File: src/rtl/irq_arb_pkg.sv
package irq_arb_pkg;
  localparam int unsigned LVL_W  = 3;
  localparam int unsigned MASK_W = 4;
  localparam int unsigned DATA_W = 8;
  localparam logic [MASK_W-1:0] SAVED_RST = '1;

  typedef logic [LVL_W-1:0]  lvl_t;
  typedef logic [MASK_W-1:0] mask_t;
endpackage

File: src/rtl/irq_level_regs.sv
module irq_level_regs
  import irq_arb_pkg::*;
#(
  parameter int unsigned NUM_SRC = 64,
  parameter int unsigned ADDR_W  = 7
) (
  input  logic              clk_i,
  input  logic              rst_ni,
  input  logic              we_i,
  input  logic [ADDR_W-1:0] addr_i,
  input  lvl_t              wdata_i,
  output lvl_t              lvl_o [NUM_SRC]
);
  for (genvar g = 0; g < NUM_SRC; g++) begin : g_src
    always_ff @(posedge clk_i or negedge rst_ni) begin
      if (!rst_ni)                               lvl_o[g] <= '0;
      else if (we_i && addr_i == ADDR_W'(g))     lvl_o[g] <= wdata_i;
    end
  end
endmodule

File: src/rtl/irq_mask_ctrl.sv
module irq_mask_ctrl
  import irq_arb_pkg::*;
#(
  parameter int unsigned NUM_SRC = 64,
  parameter int unsigned ADDR_W  = 7
) (
  input  logic              clk_i,
  input  logic              rst_ni,
  input  logic              we_i,
  input  logic [ADDR_W-1:0] addr_i,
  input  mask_t             wdata_i,
  input  logic              ack_i,
  input  logic              ack_valid_i,
  input  lvl_t              ack_lvl_i,
  output logic              mask_en_o,
  output mask_t             cur_o,
  output mask_t             saved_o
);
  localparam logic [ADDR_W-1:0] CFG_IDX = ADDR_W'(NUM_SRC);
  localparam logic [ADDR_W-1:0] CUR_IDX = ADDR_W'(NUM_SRC + 1);
  localparam logic [ADDR_W-1:0] SAV_IDX = ADDR_W'(NUM_SRC + 2);

  logic auto_mask;
  assign auto_mask = ack_i && ack_valid_i && mask_en_o;

  always_ff @(posedge clk_i or negedge rst_ni) begin
    if (!rst_ni) mask_en_o <= 1'b0;
    else if (we_i && addr_i == CFG_IDX) mask_en_o <= wdata_i[0];
  end

  // acknowledge wins over a same-cycle software write
  always_ff @(posedge clk_i or negedge rst_ni) begin
    if (!rst_ni) begin
      cur_o   <= '0;
      saved_o <= SAVED_RST;
    end else if (auto_mask) begin
      saved_o <= cur_o;
      cur_o   <= MASK_W'(ack_lvl_i);
    end else if (we_i) begin
      if (addr_i == CUR_IDX) cur_o   <= wdata_i;
      if (addr_i == SAV_IDX) saved_o <= wdata_i;
    end
  end
endmodule

File: src/rtl/irq_pick.sv
module irq_pick
  import irq_arb_pkg::*;
#(
  parameter int unsigned NUM_SRC = 64,
  parameter int unsigned SRC_W   = 6
) (
  input  logic [NUM_SRC-1:0] irq_i,
  input  lvl_t               lvl_i [NUM_SRC],
  input  mask_t              cur_i,
  output logic               hit_o,
  output lvl_t               lvl_o,
  output logic [SRC_W-1:0]   src_o
);
  logic [NUM_SRC-1:0] elig;

  for (genvar g = 0; g < NUM_SRC; g++) begin : g_elig
    assign elig[g] = irq_i[g] && (MASK_W'(lvl_i[g]) > cur_i);
  end

  // ">=" lets a later (higher) index take a tie
  always_comb begin
    hit_o = 1'b0;
    lvl_o = '0;
    src_o = '0;
    for (int i = 0; i < NUM_SRC; i++) begin
      if (elig[i] && lvl_i[i] >= lvl_o) begin
        hit_o = 1'b1;
        lvl_o = lvl_i[i];
        src_o = SRC_W'(i);
      end
    end
  end
endmodule

File: src/rtl/irq_level_arb.sv
module irq_level_arb
  import irq_arb_pkg::*;
#(
  parameter int unsigned NUM_SRC = 64,
  localparam int unsigned SRC_W  = $clog2(NUM_SRC),
  localparam int unsigned ADDR_W = $clog2(NUM_SRC + 3)
) (
  input  logic               clk_i,
  input  logic               rst_ni,
  input  logic [NUM_SRC-1:0] irq_i,
  input  logic               reg_we_i,
  input  logic [ADDR_W-1:0]  reg_addr_i,
  input  logic [DATA_W-1:0]  reg_wdata_i,
  output logic [DATA_W-1:0]  reg_rdata_o,
  input  logic               ack_i,
  output logic               req_o,
  output logic [LVL_W-1:0]   lvl_o,
  output logic [SRC_W-1:0]   src_o
);
  localparam logic [ADDR_W-1:0] CFG_IDX = ADDR_W'(NUM_SRC);
  localparam logic [ADDR_W-1:0] CUR_IDX = ADDR_W'(NUM_SRC + 1);
  localparam logic [ADDR_W-1:0] SAV_IDX = ADDR_W'(NUM_SRC + 2);

  lvl_t             lvl_q [NUM_SRC];
  logic             mask_en;
  mask_t            cur_mask;
  mask_t            saved_mask;
  logic             hit_d;
  lvl_t             lvl_d;
  logic [SRC_W-1:0] src_d;
  logic             unused_wdata;

  assign unused_wdata = ^reg_wdata_i[DATA_W-1:MASK_W];

  irq_level_regs #(.NUM_SRC(NUM_SRC), .ADDR_W(ADDR_W)) i_regs (
    .clk_i   (clk_i),
    .rst_ni  (rst_ni),
    .we_i    (reg_we_i),
    .addr_i  (reg_addr_i),
    .wdata_i (reg_wdata_i[LVL_W-1:0]),
    .lvl_o   (lvl_q)
  );

  irq_mask_ctrl #(.NUM_SRC(NUM_SRC), .ADDR_W(ADDR_W)) i_mask (
    .clk_i       (clk_i),
    .rst_ni      (rst_ni),
    .we_i        (reg_we_i),
    .addr_i      (reg_addr_i),
    .wdata_i     (reg_wdata_i[MASK_W-1:0]),
    .ack_i       (ack_i),
    .ack_valid_i (req_o),
    .ack_lvl_i   (lvl_o),
    .mask_en_o   (mask_en),
    .cur_o       (cur_mask),
    .saved_o     (saved_mask)
  );

  irq_pick #(.NUM_SRC(NUM_SRC), .SRC_W(SRC_W)) i_pick (
    .irq_i (irq_i),
    .lvl_i (lvl_q),
    .cur_i (cur_mask),
    .hit_o (hit_d),
    .lvl_o (lvl_d),
    .src_o (src_d)
  );

  always_ff @(posedge clk_i or negedge rst_ni) begin
    if (!rst_ni) begin
      req_o <= 1'b0;
      lvl_o <= '0;
      src_o <= '0;
    end else begin
      req_o <= hit_d;
      lvl_o <= lvl_d;
      src_o <= src_d;
    end
  end

  always_comb begin
    reg_rdata_o = '0;
    if (reg_addr_i < CFG_IDX)       reg_rdata_o = DATA_W'(lvl_q[reg_addr_i[SRC_W-1:0]]);
    else if (reg_addr_i == CFG_IDX) reg_rdata_o = DATA_W'(mask_en);
    else if (reg_addr_i == CUR_IDX) reg_rdata_o = DATA_W'(cur_mask);
    else if (reg_addr_i == SAV_IDX) reg_rdata_o = DATA_W'(saved_mask);
  end
endmodule

File: config.mk
export PLATFORM = sky130hd
export DESIGN_NAME = irq_level_arb
export DESIGN_NICKNAME = d
export VERILOG_FILES = /design/src/rtl/irq_arb_pkg.sv /design/src/rtl/irq_level_regs.sv /design/src/rtl/irq_mask_ctrl.sv /design/src/rtl/irq_pick.sv /design/src/rtl/irq_level_arb.sv
export SDC_FILE = /design/constraint.sdc
export NUM_CORES = 1
export LEC_CHECK = 0
export ABC_AREA = 1
export BUFFER_PORTS_ARGS = -buffer_cell sky130_fd_sc_hd__buf_4
export CAP_MARGIN = 40
export CORE_MARGIN = 1.5
export CORE_UTILIZATION = 50
export DETAILED_ROUTE_END_ITERATION = 10
export PLACE_DENSITY = 0.75
export SYNTH_ARGS = -nofsm -noshare
export SYNTH_HDL_FRONTEND = slang
export SYNTH_SLANG_ARGS = --single-unit
File: constraint.sdc
create_clock -name clk_i -period 82.6 [get_ports clk_i]
set_clock_uncertainty 0.1 [all_clocks]
set_input_delay 8.26 -clock clk_i [delete_from_list [all_inputs] [get_ports clk_i]]
set_output_delay 8.26 -clock clk_i [all_outputs]
set_load 0.05 [all_outputs]
==> impl_metrics.toml <==
[status]
status = "completed"

[sta]
whs_ps = 376
relSlewSlack = 0.344
setup_viol = 0
setup_tns_ps = 0
max_freq_ghz = 0.0136
final-hold-violation-count = 0
fin_crit_sh = 0.892
slew_violations = 0
fin_crit_ps = 73670
tightest_slew_ps = 980
rsz0062_at_grt = "no"

[critical_path]
path_class = "in2reg"
cpPeakStageDelay_ps = 370
worst_path_max_delay_cell = "o21ai_0"
worstSetupEndpointType = "register"
path_max_fanout = 9
crit_arrival_ps = 73940
crit_path_start_kind = "input pin"
timing.critical_path.mode_cell = "nand2_1"
cp.required_ps = 82870

[yosys]
yosys_warnings = 0
synth_top_family_by_area = "simple AND/OR/NAND/NOR gates"
postSynthCellCount = 3095
ys.flop_type = "dfrtp_1"
synth_xor_area_frac = 0
synth_edf_count = 0
netlist_area_um2 = 21400
synth_compound_area_frac = 0.184
async_reset_ff_frac = 1.00
yosys.area_share.simple = 0.304
synth_adder_area_share = 0.180
muxShareOfSynthArea = 0
ys_types = 46
seq_area_frac_synth = 0.247
synth.avg_cell_area_um2 = 6.91
synth-seq-cells = 211

[clocking]
htreeDepth = 1
cts.path.max_buffers = 3
cts_tree = "done"
cts.sinks = 211
clk_pin_slew_ps = 60
clockRootBuffer = "clkbuf_16"
cts_setup_buffers = 0
holdBufCountCts = 0
cts_resized = 0
numCtsBuffers = 24
clkLatencyLatePin_ps = 540

[global_routing]
gr-total-overflow = 0
track_usage = 0.305
grt_max_degree = 68
grt_pass1_vias = 21398
grt_pass1_wl_mm = 108
antenna_found_initial = 3

[route]
drtAntennaViolNets = 0
drc = 0
vias_per_cell = 5.82
dr.first_iter.drc_count = 1472
avgRoutedWirePerCell_um = 18.1
wl_mm = 67.7
first_pass_iters = 6
via_count = 21818

[floorplanning]
initial_core_util = 0.508
row_count = 75
die_height_um = 210
pin_count = 101
fp.coreArea_um2 = 42100
dieArea_um2 = 44100
die_w_um = 210

[run]
drv_cap = 0

[placement]
post-dp-hpwl_mm = 50.8
gp_congestion = 0.955
portBuffers = 92

[final_layout]
final_cell_mix = "839 x nand2_1, 401 x o21ai_0, 393 x inv_1"
final_nets = 3584
drive_gt1_frac = 0.134
seqCellArea_um2 = 5290
multiInputGateArea_um2 = 14300
syn_to_final_growth_pct = 10.5
layout.cells.most_common = "nand2_1"
num-fill-cells = 3880

[worst_hold_path]
hold_path.class = "reg2reg"
[cell type report]
| cell class | instances | area share |
|---|---|---|
| Clock buffer | 32 | 0.0279 |
| Tap cell | 539 | 0.0285 |
| Sequential cell | 211 | 0.223 |
| Multi-Input combinational cell | 2416 | 0.606 |
| Inverter | 414 | 0.0659 |
| Timing Repair Buffer | 126 | 0.0419 |
| Antenna cell | 1 | 0.000106 |
| Clock inverter | 10 | 0.00645 |
[registers in the layout, summed over array words and instances (netlist names)]
| signal | count |
|---|---|
| src_o | 6 |
| req_o | 1 |
| i_regs.lvl_o | 192 |
| i_mask.cur_o | 4 |
| i_mask.mask_en_o | 1 |
| i_mask.saved_o | 4 |
| lvl_o | 3 |
[critical path: cells and delay by family]
family	cells	cell delay, ps
AND/OR/NAND/NOR	299	24410
buffers and inverters	102	5630
AO/OA/AOI/OAI	116	17410
adder cells (fa/ha/maj)	63	18090
[per-layer routing]
| metal | routed length (um) | share of wire | track usage | vias to the layer above |
|---|---|---|---|---|
| li1 | - | - | - | 10608 |
| met1 | 27800 | 0.41 | 0.377 | 10208 |
| met2 | 31900 | 0.47 | 0.529 | 808 |
| met3 | 5110 | 0.075 | 0.0446 | 190 |
| met4 | 2930 | 0.043 | 0.128 | 4 |
| met5 | 31 | 0.00046 | 0 | - |
[through the flow]
stage	std cells	utilization	setup WS [ps]	instance area, um^2
2_1_floorplan	3098	-	17460	21400
3_3_place_gp	3699	0.540	11650	22700
3_5_place_dp	3706	0.542	9030	22800
4_1_cts	3748	0.561	9360	23700
5_1_grt	3748	0.561	1130	23700
6_report	3749	0.561	8930	23700
[cell usage after synthesis (3+ instances only)]
master,number,area [um^2]
dfrtp_1,207,5180
nand2_1,839,3150
buf_4,4,30.0
inv_2,12,45.0
nand4_1,16,100
a2111oi_0,3,26.3
o21ai_1,5,25.0
a31oi_1,13,81.3
dfstp_2,4,105
nor2_1,171,642
nand3_2,64,641
a21boi_0,4,30.0
clkinv_1,4,15.0
or2_2,5,31.3
ha_1,308,3850
o211ai_1,8,60.1
buf_1,6,22.5
o21ai_0,401,2010
o22ai_1,63,394
and2_1,3,18.8
a21oi_1,26,130
a22oi_1,16,120
a311oi_1,57,499
nand2_4,5,56.3
inv_1,396,1490
nand3_1,155,776
nand2_2,168,1050
o21bai_1,4,30.0
o221ai_1,5,43.8
a211oi_1,20,150
clkbuf_1,45,169
nor3_1,4,20.0
o21a_1,36,270
[final timing paths]
check / endpoint / slack [ps] / start / cells past startpoint
max: src_o[4] / 8930 / irq_i[0] / 580
min: i_mask.saved_o[1] / 380 / i_mask.saved_o[1] / 2
max reg2reg: src_o[4] / 15530 / i_mask.cur_o[1] / 582
min in group asynchronous: i_regs.lvl_o[64] / 7640 / rst_ni / 1
min reg2reg: i_mask.saved_o[1] / 380 / i_mask.saved_o[1] / 2
max in group asynchronous: i_regs.lvl_o[124] / 73630 / rst_ni / 3
[kinds of logic (layout without fill, tap and decap cells)]
kind of cell / count (synthesis) / after routing
DFF: 211 / 211
adders and majority gates: 308 / 308
AOI/OAI and AO/OA: 670 / 670
buffers and inverters: 471 / 582
other: 1 / 5
and+or+nand+nor: 1434 / 1434
Power is left out: the tool's default activity adds up to more than one toggle a clock period on the data nets, which glitch-free logic cannot reach.
